--- src/rtl/prot_commit_pkg.sv ---
// Shared constants and types for the protection commit controller.
// Assumes 32-bit protection words with a two-bit debug field at the top.
package prot_commit_pkg;
    localparam int WORD_W   = 32;
    localparam int NBLK     = 30;
    localparam int DBG_LO   = 30;
    localparam int NWORD    = 2;
    localparam int ADDR_W   = 3;

    localparam logic [ADDR_W-1:0] OFS_RD_WORK = 3'd0;
    localparam logic [ADDR_W-1:0] OFS_PG_WORK = 3'd1;
    localparam logic [ADDR_W-1:0] OFS_TARGET  = 3'd2;
    localparam logic [ADDR_W-1:0] OFS_CTRL    = 3'd3;
    localparam logic [ADDR_W-1:0] OFS_RD_COMM = 3'd4;
    localparam logic [ADDR_W-1:0] OFS_PG_COMM = 3'd5;

    localparam logic [WORD_W-1:0] DBG_TARGET  = 32'h0000_0900;
    localparam logic [WORD_W-1:0] ERASED      = '1;

    typedef struct packed {
        logic rd_we;
        logic pg_we;
        logic tgt_we;
        logic go;
    } wr_strobe_t;
endpackage

--- src/rtl/prot_regif.sv ---
// Register bus decode and readback.
// Turns bus writes into strobes, all gated off while a commit runs,
// and muxes the addressed register onto bus_rdata. Assumes single-cycle
// writes and a combinational read path.
module prot_regif
    import prot_commit_pkg::*;
(
    input  logic              bus_sel,
    input  logic              bus_wr,
    input  logic [ADDR_W-1:0] bus_addr,
    input  logic              go_bit,
    input  logic              busy,
    input  logic [WORD_W-1:0] rd_work,
    input  logic [WORD_W-1:0] pg_work,
    input  logic [WORD_W-1:0] target,
    input  logic [WORD_W-1:0] rd_comm,
    input  logic [WORD_W-1:0] pg_comm,
    output wr_strobe_t        strb,
    output logic [WORD_W-1:0] bus_rdata
);
    logic wr_ok;

    // Write qualification: a write counts only when selected and idle
    assign wr_ok = bus_sel && bus_wr && !busy;

    // Strobe decode per offset
    always_comb begin
        strb.rd_we  = wr_ok && (bus_addr == OFS_RD_WORK);
        strb.pg_we  = wr_ok && (bus_addr == OFS_PG_WORK);
        strb.tgt_we = wr_ok && (bus_addr == OFS_TARGET);
        strb.go     = wr_ok && (bus_addr == OFS_CTRL) && go_bit;
    end

    // Readback mux; control shows pending in bit 0 and busy in bit 1
    always_comb begin
        bus_rdata = '0;
        if (bus_sel) begin
            case (bus_addr)
                OFS_RD_WORK: bus_rdata = rd_work;
                OFS_PG_WORK: bus_rdata = pg_work;
                OFS_TARGET:  bus_rdata = target;
                OFS_CTRL:    bus_rdata = {{(WORD_W-2){1'b0}}, busy, busy};
                OFS_RD_COMM: bus_rdata = rd_comm;
                OFS_PG_COMM: bus_rdata = pg_comm;
                default:     bus_rdata = '0;
            endcase
        end
    end
endmodule

--- src/rtl/prot_commit_seq.sv ---
// Commit sequencer.
// Holds the target register, runs the fixed-latency busy window and,
// in its last cycle, raises a fire pulse with per-word commit masks.
// Assumes the target is not written while busy (the register decode
// ensures this), so the masks may be taken from the live target.
module prot_commit_seq
    import prot_commit_pkg::*;
#(
    parameter int COMMIT_LAT = 16
) (
    input  logic              clk,
    input  logic              rst_n,
    input  logic              pwr_on_n,
    input  logic              tgt_we,
    input  logic              go,
    input  logic [WORD_W-1:0] tgt_wdata,
    output logic [WORD_W-1:0] target,
    output logic              busy,
    output logic              fire,
    output logic [WORD_W-1:0] rd_mask,
    output logic [WORD_W-1:0] pg_mask
);
    localparam int CNT_W = $clog2(COMMIT_LAT + 1);
    localparam logic [CNT_W-1:0] CNT_LOAD = CNT_W'(COMMIT_LAT - 1);

    logic [CNT_W-1:0] cnt;
    logic             dbg_sel;

    // Target register and busy counter; either reset abandons a commit
    always_ff @(posedge clk) begin
        if (!pwr_on_n || !rst_n) begin
            target <= '0;
            busy   <= 1'b0;
            cnt    <= '0;
        end else begin
            if (tgt_we)
                target <= tgt_wdata;
            if (busy) begin
                if (cnt == '0)
                    busy <= 1'b0;
                else
                    cnt <= cnt - 1'b1;
            end else if (go) begin
                busy <= 1'b1;
                cnt  <= CNT_LOAD;
            end
        end
    end

    // Last busy cycle applies the commit
    assign fire    = busy && (cnt == '0);
    assign dbg_sel = (target == DBG_TARGET);

    // Mask selection: odd target picks the program word, else the read word
    always_comb begin
        pg_mask = target[0] ? ERASED : '0;
        for (int i = 0; i < WORD_W; i++)
            rd_mask[i] = !target[0] && ((i < DBG_LO) || dbg_sel);
    end
endmodule

--- src/rtl/prot_word_store.sv ---
// One protection word: a working copy and a committed copy.
// The working copy follows software writes and reloads from the committed
// copy on system reset. The committed copy only loses ones, and only in
// bit positions set in the commit mask. Power-on reset erases both.
module prot_word_store #(
    parameter int          W    = 32,
    parameter logic [W-1:0] INIT = '1
) (
    input  logic         clk,
    input  logic         rst_n,
    input  logic         pwr_on_n,
    input  logic         wr_en,
    input  logic [W-1:0] wdata,
    input  logic         commit_fire,
    input  logic [W-1:0] commit_mask,
    output logic [W-1:0] work,
    output logic [W-1:0] committed
);
    // Working and committed state update
    always_ff @(posedge clk) begin
        if (!pwr_on_n) begin
            work      <= INIT;
            committed <= INIT;
        end else if (!rst_n) begin
            work <= committed;
        end else begin
            if (wr_en)
                work <= wdata;
            if (commit_fire)
                committed <= committed & (work | ~commit_mask);
        end
    end
endmodule

--- src/rtl/prot_commit_ctrl.sv ---
// Top of the protection commit controller.
// Ties the register decode, the commit sequencer and one store per
// protection word together, and derives the per-block outputs.
// Assumes a single synchronous clock domain and synchronous resets.
module prot_commit_ctrl
    import prot_commit_pkg::*;
#(
    parameter int COMMIT_LAT = 16
) (
    input  logic              clk,
    input  logic              rst_n,
    input  logic              pwr_on_n,
    input  logic              bus_sel,
    input  logic              bus_wr,
    input  logic [ADDR_W-1:0] bus_addr,
    input  logic [WORD_W-1:0] bus_wdata,
    output logic [WORD_W-1:0] bus_rdata,
    output logic [NBLK-1:0]   rd_blk_en,
    output logic [NBLK-1:0]   pg_blk_en,
    output logic [NBLK-1:0]   exec_only,
    output logic              debug_enable
);
    wr_strobe_t                    strb;
    logic                          busy;
    logic                          fire;
    logic [WORD_W-1:0]             target;
    logic [WORD_W-1:0]             rd_mask;
    logic [WORD_W-1:0]             pg_mask;
    logic [NWORD-1:0]              word_we;
    logic [NWORD-1:0][WORD_W-1:0]  word_mask;
    logic [NWORD-1:0][WORD_W-1:0]  word_work;
    logic [NWORD-1:0][WORD_W-1:0]  word_comm;
    logic [WORD_W-1:0]             rd_work;
    logic [WORD_W-1:0]             pg_work;
    logic [WORD_W-1:0]             rd_comm;
    logic [WORD_W-1:0]             pg_comm;

    prot_regif u_regif (
        .bus_sel   (bus_sel),
        .bus_wr    (bus_wr),
        .bus_addr  (bus_addr),
        .go_bit    (bus_wdata[0]),
        .busy      (busy),
        .rd_work   (rd_work),
        .pg_work   (pg_work),
        .target    (target),
        .rd_comm   (rd_comm),
        .pg_comm   (pg_comm),
        .strb      (strb),
        .bus_rdata (bus_rdata)
    );

    prot_commit_seq #(.COMMIT_LAT(COMMIT_LAT)) u_seq (
        .clk       (clk),
        .rst_n     (rst_n),
        .pwr_on_n  (pwr_on_n),
        .tgt_we    (strb.tgt_we),
        .go        (strb.go),
        .tgt_wdata (bus_wdata),
        .target    (target),
        .busy      (busy),
        .fire      (fire),
        .rd_mask   (rd_mask),
        .pg_mask   (pg_mask)
    );

    // Word index 0 is the read word, index 1 the program word
    assign word_we   = {strb.pg_we, strb.rd_we};
    assign word_mask = {pg_mask, rd_mask};

    for (genvar g = 0; g < NWORD; g++) begin : g_word
        prot_word_store #(.W(WORD_W), .INIT(ERASED)) u_store (
            .clk         (clk),
            .rst_n       (rst_n),
            .pwr_on_n    (pwr_on_n),
            .wr_en       (word_we[g]),
            .wdata       (bus_wdata),
            .commit_fire (fire),
            .commit_mask (word_mask[g]),
            .work        (word_work[g]),
            .committed   (word_comm[g])
        );
    end

    assign rd_work = word_work[0];
    assign pg_work = word_work[1];
    assign rd_comm = word_comm[0];
    assign pg_comm = word_comm[1];

    // Per-block outputs follow the working copies at once
    assign rd_blk_en    = rd_work[NBLK-1:0];
    assign pg_blk_en    = pg_work[NBLK-1:0];
    assign exec_only    = ~rd_work[NBLK-1:0] & pg_work[NBLK-1:0];
    assign debug_enable = &rd_comm[WORD_W-1:DBG_LO];
endmodule

--- config.mk ---
export PLATFORM = sky130hd
export DESIGN_NAME = prot_commit_ctrl
export DESIGN_NICKNAME = d
export VERILOG_FILES = /design/src/rtl/prot_commit_pkg.sv /design/src/rtl/prot_regif.sv /design/src/rtl/prot_commit_seq.sv /design/src/rtl/prot_word_store.sv /design/src/rtl/prot_commit_ctrl.sv
export SDC_FILE = /design/constraint.sdc
export NUM_CORES = 1
export LEC_CHECK = 0
export BUFFER_PORTS_ARGS = -buffer_cell sky130_fd_sc_hd__buf_2
export CAP_MARGIN = 20
export CORE_ASPECT_RATIO = 1.1
export CORE_MARGIN = 10
export CORE_UTILIZATION = 45
export CTS_CLUSTER_DIAMETER = 50
export DETAILED_ROUTE_END_ITERATION = 10
export PLACE_DENSITY = 0.7
export SYNTH_ARGS = -nofsm -noshare
export SYNTH_HDL_FRONTEND = slang
export SYNTH_HIERARCHICAL = 1
export SYNTH_SLANG_ARGS = --single-unit
--- constraint.sdc ---
create_clock -name clk -period 2.25 [get_ports clk]
set_clock_uncertainty 0.1 [all_clocks]
set_input_delay 0.45 -clock clk [delete_from_list [all_inputs] [get_ports clk]]
set_output_delay 0.45 -clock clk [all_outputs]
set_load 0.05 [all_outputs]
==> results of run 1 <==
## cell type report
type / instances / area [um^2] / share of cell area, %
clock buffers: 18 / 429 / 3.65
multi-input cells: 642 / 5400 / 45.9
well taps: 290 / 363 / 3.09
diodes: 2 / 5.00 / 0.0426
repair buffers: 226 / 1760 / 15.0
inverters: 70 / 268 / 2.28
flip-flops and latches: 166 / 3340 / 28.5
clock inverters: 13 / 183 / 1.56
## what timing repair did
item,4_1_cts,5_1_grt
setup buffers,3,2
pin swaps,2,7
endpoints found under the hold margin,0,0
gates cloned,0,4
endpoints found under the setup margin,32,32
resized for setup,32,59
## power by group through the flow
stage                     combinational [W]  clock [W]  sequential, W
final                              0.000949    0.00307        0.00296
after global routing               0.000994    0.00322        0.00296
after CTS                          0.000893    0.00310        0.00296
after detailed placement           0.000863          0        0.00302
after global placement             0.000856          0        0.00302
after floorplan                    0.000609          0        0.00304
## sequential cells by signal, summed over array words and instances, names as in the netlist
name                      flops
g_word.u_store/committed     64
g_word.u_store/work          64
u_seq/target                 32
u_seq/cnt                     5
u_seq/busy                    1
## placed cells by master, fill, tap and decap left out, drive strengths merged, types with 19 or more instances in the layout
cell type,n
nand2,19
a22oi,93
mux2i,129
dfxtp,166
nor2,108
a21oi,49
buf,215
o21ai,78
clkbuf,29
and4b,64
inv,70
nor2b,31
## layer usage
layer  global-route usage, %  wire, um  vias up
met4                    5.77       394        0
met1                    25.9     13100     3971
met3                    4.30      1880       33
met2                    33.1     14400      257
li1                        -         -     3782
met5                       0         0        -
## kinds of logic (layout without fill, tap and decap cells)
kind of cell,after synthesis,after routing,synth area share [%]
compound gates,247,247,20.0
fa+ha+maj,1,1,0.126
buf+inv,219,327,14.3
flops,166,166,33.5
mux,130,130,13.1
other cells,0,2,0
simple gates,264,264,19.0
## through the flow
stage          hold WS, ps  power (W)  area, um^2  setup WS (ps)
2_1_floorplan          343    0.00365       10100           -229
3_3_place_gp           354    0.00388       10700           -145
3_5_place_dp           358    0.00389       10700           -150
4_1_cts                179    0.00696       11500          -40.5
5_1_grt                186    0.00718       11700          -17.7
6_report               192    0.00698       11700           15.1
## worst max-delay path: stages
cell	delay, ps
buf_8	100
inv_6	50
nor3_4	220
buf_6	190
clkbuf_16	180
a22oi_1	130
a21oi_2	160
buf_4	200
## worst min path at each step
stage / from / end
after floorplan: g_word[0].u_store/committed[2] / g_word[0].u_store/committed[2]
after global placement: g_word[0].u_store/committed[29] / g_word[0].u_store/committed[29]
after detailed placement: g_word[0].u_store/committed[8] / g_word[0].u_store/committed[8]
after CTS: bus_wdata[5] / u_seq/target[5]
after global routing: bus_wdata[5] / u_seq/target[5]
final: bus_wdata[24] / u_seq/target[24]
==> impl_metrics.json, run 1 <==
{
  "status": "complete, no violations",
  "cts_buffers": 17,
  "synth_top_cell_by_area": "dfxtp_1",
  "routed-via-count": 8043,
  "synth_cell_types": 45,
  "startpoint_type": "primary input",
  "finalNetCount": 1164,
  "cap_violations": 0,
  "fin_cells": 1427,
  "dp_hpwl_um": 19300,
  "synth_top_area_share_pct": 33.5,
  "hold_viol": 0,
  "syn_nets": 1068,
  "yosys-top-cells-count": "166 x dfxtp_1, 129 x mux2i_1, 108 x nor2_1, 80 x buf_4, 74 x a22oi_2",
  "ctsRootBufferMaster": "clkbuf_16",
  "worstSetupPathType": "primary input to output pin",
  "antenna_found_initial": 0,
  "arrival_ps": 1680,
  "die_h_um": 176,
  "drive_above_1_share_pct": 37.7,
  "fp.dieArea_um2": 28400,
  "async_flop_share_pct": 0,
  "ys_seq_elements": 166,
  "fp-row-count": 56,
  "avgViaCountPerCell": 5.64,
  "fmax_ghz": 0.447,
  "cts_hold_buf": 0,
  "pwr-share-comb_pct": 13.6,
  "p_leak_nw": 5.19,
  "grt_overflow_total": 0,
  "grt_pass1_vias": 7887,
  "place_congestion": 0.807,
  "ys_warn_count": 6,
  "firstDrtPassIters": 5,
  "utilization_pct": 54.6,
  "seq_area_frac_synth_pct": 33.5,
  "drv_slew": 0,
  "hold_path_depth": 3,
  "reg2reg_to": "g_word[0].u_store/work[14]",
  "clock_power_share_pct": 44.0,
  "power.density_nw_per_um2": 594,
  "h-tree-depth": 4,
  "portBuffers": 162,
  "ant_nets": 0,
  "synthMostInstantiatedCell": "dfxtp_1",
  "ios": 163,
  "r2r-start": "u_seq/busy",
  "min_period_ps": 2230,
  "clk-insertion-delay-late_ps": 430,
  "fill_cells": 1876,
  "crit_fanout": 5,
  "worstMarginPinSlew_ps": 573,
  "rrSetupSlack_ps": 280,
  "setup.worst_path.end": "bus_rdata[14]",
  "synth_area_um2": 9930,
  "cts_tree": "built",
  "final-setup-viol-count": 0,
  "crit_path_end_kind": "output pin",
  "seqPwrFrac_pct": 42.4,
  "fin_crit_sh_pct": 99.3,
  "start_util_pct": 46.2,
  "drc_errors": 0,
  "wire_per_inst_um": 20.9,
  "ir_worst_vdd_v": 0.000469,
  "drt_wl_total_um": 29900,
  "worstSetupStartpoint": "bus_addr[0]",
  "dp.cells": 1385,
  "area_delta_synth_final_pct": 18.2,
  "intPower_w": 0.00514,
  "drtIter0Drc": 763,
  "synth.top_cells.by_area": "dfxtp_1 33%, mux2i_1 13%, a22oi_2 9.3%, and4b_1 6.4%, buf_4 6.0%",
  "synth_area_per_cell_um2": 9.67,
  "synth_edf_count": 0,
  "clk_pin_slew_ps": 60,
  "synth_flop_cell": "dfxtp_1",
  "sw_frac_of_total_pct": 26.4,
  "tns_ps": 0,
  "switching_power_w": 0.00184,
  "rr_worst_depth": 6,
  "critPathRequiredTime_ps": 1700,
  "track_usage_pct": 20.1,
  "grt_pass1_wl_um": 45900,
  "slew_headroom_pct": 61.8,
  "grt_start_max_net_pins": 71,
  "cts_buffer_depth": 2,
  "syn_inst": 1027,
  "die_w_um": 162,
  "hp-class": "primary input to flop",
  "cts_num_sinks": 166,
  "core_um2": 21500
}
(Power assumes the default switching activity.)
==> run 2: changes to the inputs <==
Settings changed: CTS_CLUSTER_SIZE from default to 40, PLACE_DENSITY 0.7 to 0.73.
Clock period 2.25 ns to 2 ns, I/O delays scaled along.
==> run 2 against run 1 <==
  * The run now ends with setup timing left
  * Cell area is 6.1% higher
  * Sequential cell count stayed put
  * Final cell count grew 1.2%
  * Combinational power increased by 28%
  * Highest routed layer unchanged
==> impl_metrics.json, run 2 (synthesized netlist as in run 1, its figures left out) <==
{
  "status": "finished, violations left",
  "violations": "setup timing",
  "min_period_ps": 2080,
  "wire_per_inst_um": 21.3,
  "clk_pin_slew_ps": 70,
  "r2r-start": "u_seq/cnt[0]",
  "slowest_delay_ps": 170,
  "avgViaCountPerCell": 5.72,
  "die_w_um": 162,
  "crit_fanout": 8,
  "tns_ps": -1420,
  "start_util_pct": 46.2,
  "hp-class": "primary input to flop",
  "fp.dieArea_um2": 28400,
  "antenna_found_initial": 1,
  "cts_buffer_depth": 2,
  "p_leak_nw": 5.35,
  "rr_worst_depth": 7,
  "fp-row-count": 56,
  "h-tree-depth": 4,
  "fin_cells": 1444,
  "rsz0062_at_grt": "yes",
  "ctsRootBufferMaster": "clkbuf_16",
  "holdPathEnd": "u_seq/target[1]",
  "slew_headroom_pct": 67.9,
  "drv_slew": 0,
  "cp_common_cell": "buf_12",
  "grt_start_max_net_pins": 72,
  "top_regs": "g_word.u_store/committed x64, g_word.u_store/work x64, u_seq/target x32",
  "firstDrtPassIters": 5,
  "die_h_um": 176,
  "critPathRequiredTime_ps": 1500,
  "routed-via-count": 8260,
  "whs_ps": 139,
  "cts_buffers": 17,
  "worstSetupPathType": "primary input to output pin",
  "portBuffers": 162,
  "grt_pass1_vias": 8429,
  "slowest_stage": "buf_6",
  "utilization_pct": 57.9,
  "cts_num_sinks": 166,
  "dp_hpwl_um": 20200,
  "fin_crit_sh_pct": 104,
  "ant_nets": 0,
  "dp.cells": 1395,
  "hold_viol": 0,
  "core_um2": 21500,
  "path_cells": "buf_12 -> buf_12 -> buf_6 -> nand2_4 -> nand2_8 -> buf_12 -> buf_12 -> a21oi_4 -> buf_6",
  "cts_hold_buf": 0,
  "drc_errors": 0,
  "ir_worst_vdd_v": 0.000524,
  "cts_tree": "built",
  "drt_wl_total_um": 30700,
  "ios": 163,
  "place_congestion": 0.810,
  "fin_ws_ps": -83.8,
  "drive_above_1_share_pct": 44.1,
  "reg2reg_to": "g_word[0].u_store/committed[14]",
  "hold_path_depth": 3,
  "fmax_ghz": 0.480,
  "clk-insertion-delay-late_ps": 430,
  "multi_input_area_um2": 5660,
  "track_usage_pct": 21.1,
  "layout_commonest_cell": "mux2i_1",
  "final_cell_mix": "129 x mux2i_1, 125 x buf_2, 107 x dfxtp_1",
  "arrival_ps": 1580,
  "regArea_um2": 3440,
  "hold_path_startpoint": "bus_wdata[1]",
  "grt_overflow_total": 0,
  "drtIter0Drc": 691,
  "finalNetCount": 1181,
  "final-setup-viol-count": 29,
  "worstMarginPinSlew_ps": 478,
  "fill_cells": 1831,
  "startpoint_type": "primary input",
  "crit_path_end_kind": "output pin",
  "grt_pass1_wl_um": 48300,
  "rrSetupSlack_ps": 160,
  "area_delta_synth_final_pct": 25.4,
  "power.density_nw_per_um2": 631,
  "cap_violations": 0
}
run 2: worst max-delay path by stage:
stage	startpoint	to	slack [ps]	cells past startpoint
floorplan	bus_addr[0]	bus_rdata[17]	-100	6
global placement	bus_addr[2]	bus_rdata[24]	-260	7
detailed placement	bus_addr[1]	bus_rdata[10]	-260	7
CTS	bus_addr[1]	bus_rdata[31]	-70	8
global route	bus_addr[1]	bus_rdata[11]	-130	8
finish	bus_addr[1]	bus_rdata[21]	-80	9
run 2: metrics by stage:
stage	worst slack [ps]	total power (W)	instance area, um^2
6_report	-83.8	0.00787	12500
3_3_place_gp	-264	0.00442	11000
2_1_floorplan	-95.1	0.00415	10200
4_1_cts	-69.3	0.00787	12300
3_5_place_dp	-258	0.00443	11000
5_1_grt	-133	0.00809	12500
run 2: timing repair:
action,4_1_cts,5_1_grt
buffers inserted,7,7
gates cloned,4,0
gates resized for setup,160,54
endpoints found under the setup margin,32,34
pin swaps,25,22
endpoints found under the hold margin,0,0
run 2: metal layers:
layer | vias to the layer above | share of wire (%) | wire, um | track usage (%)
met5 | - | 0 | 0 | 0
li1 | 3821 | - | - | -
met1 | 4102 | 41 | 12700 | 26.0
met3 | 38 | 6.3 | 1940 | 4.54
met4 | 0 | 2.1 | 644 | 6.53
met2 | 299 | 50 | 15500 | 35.9
run 2: power breakdown:
group          leakage (nW)  switching (W)  internal (W)
clock                 0.287        0.00148       0.00187
combinational          3.74       0.000742      0.000471
sequential             1.33      0.0000135       0.00329
total                  5.35        0.00224       0.00563
run 2: final cells by class:
| class | count | share of cell area (%) |
|---|---|---|
| multi-input combinational | 642 | 45.4 |
| sequential | 166 | 27.6 |
| timing repair buffer | 243 | 17.1 |
| clock buffer | 17 | 3.41 |
| tap | 290 | 2.91 |
| inverter | 70 | 2.15 |
| clock inverter | 15 | 1.38 |
| antenna | 1 | 0.0201 |
run 2: critical path, delay by kind of cell:
family | cells | cell delay [ps]
buffers and inverters | 6 | 860
AOI/OAI and AO/OA | 1 | 130
and+or+nand+nor | 2 | 170
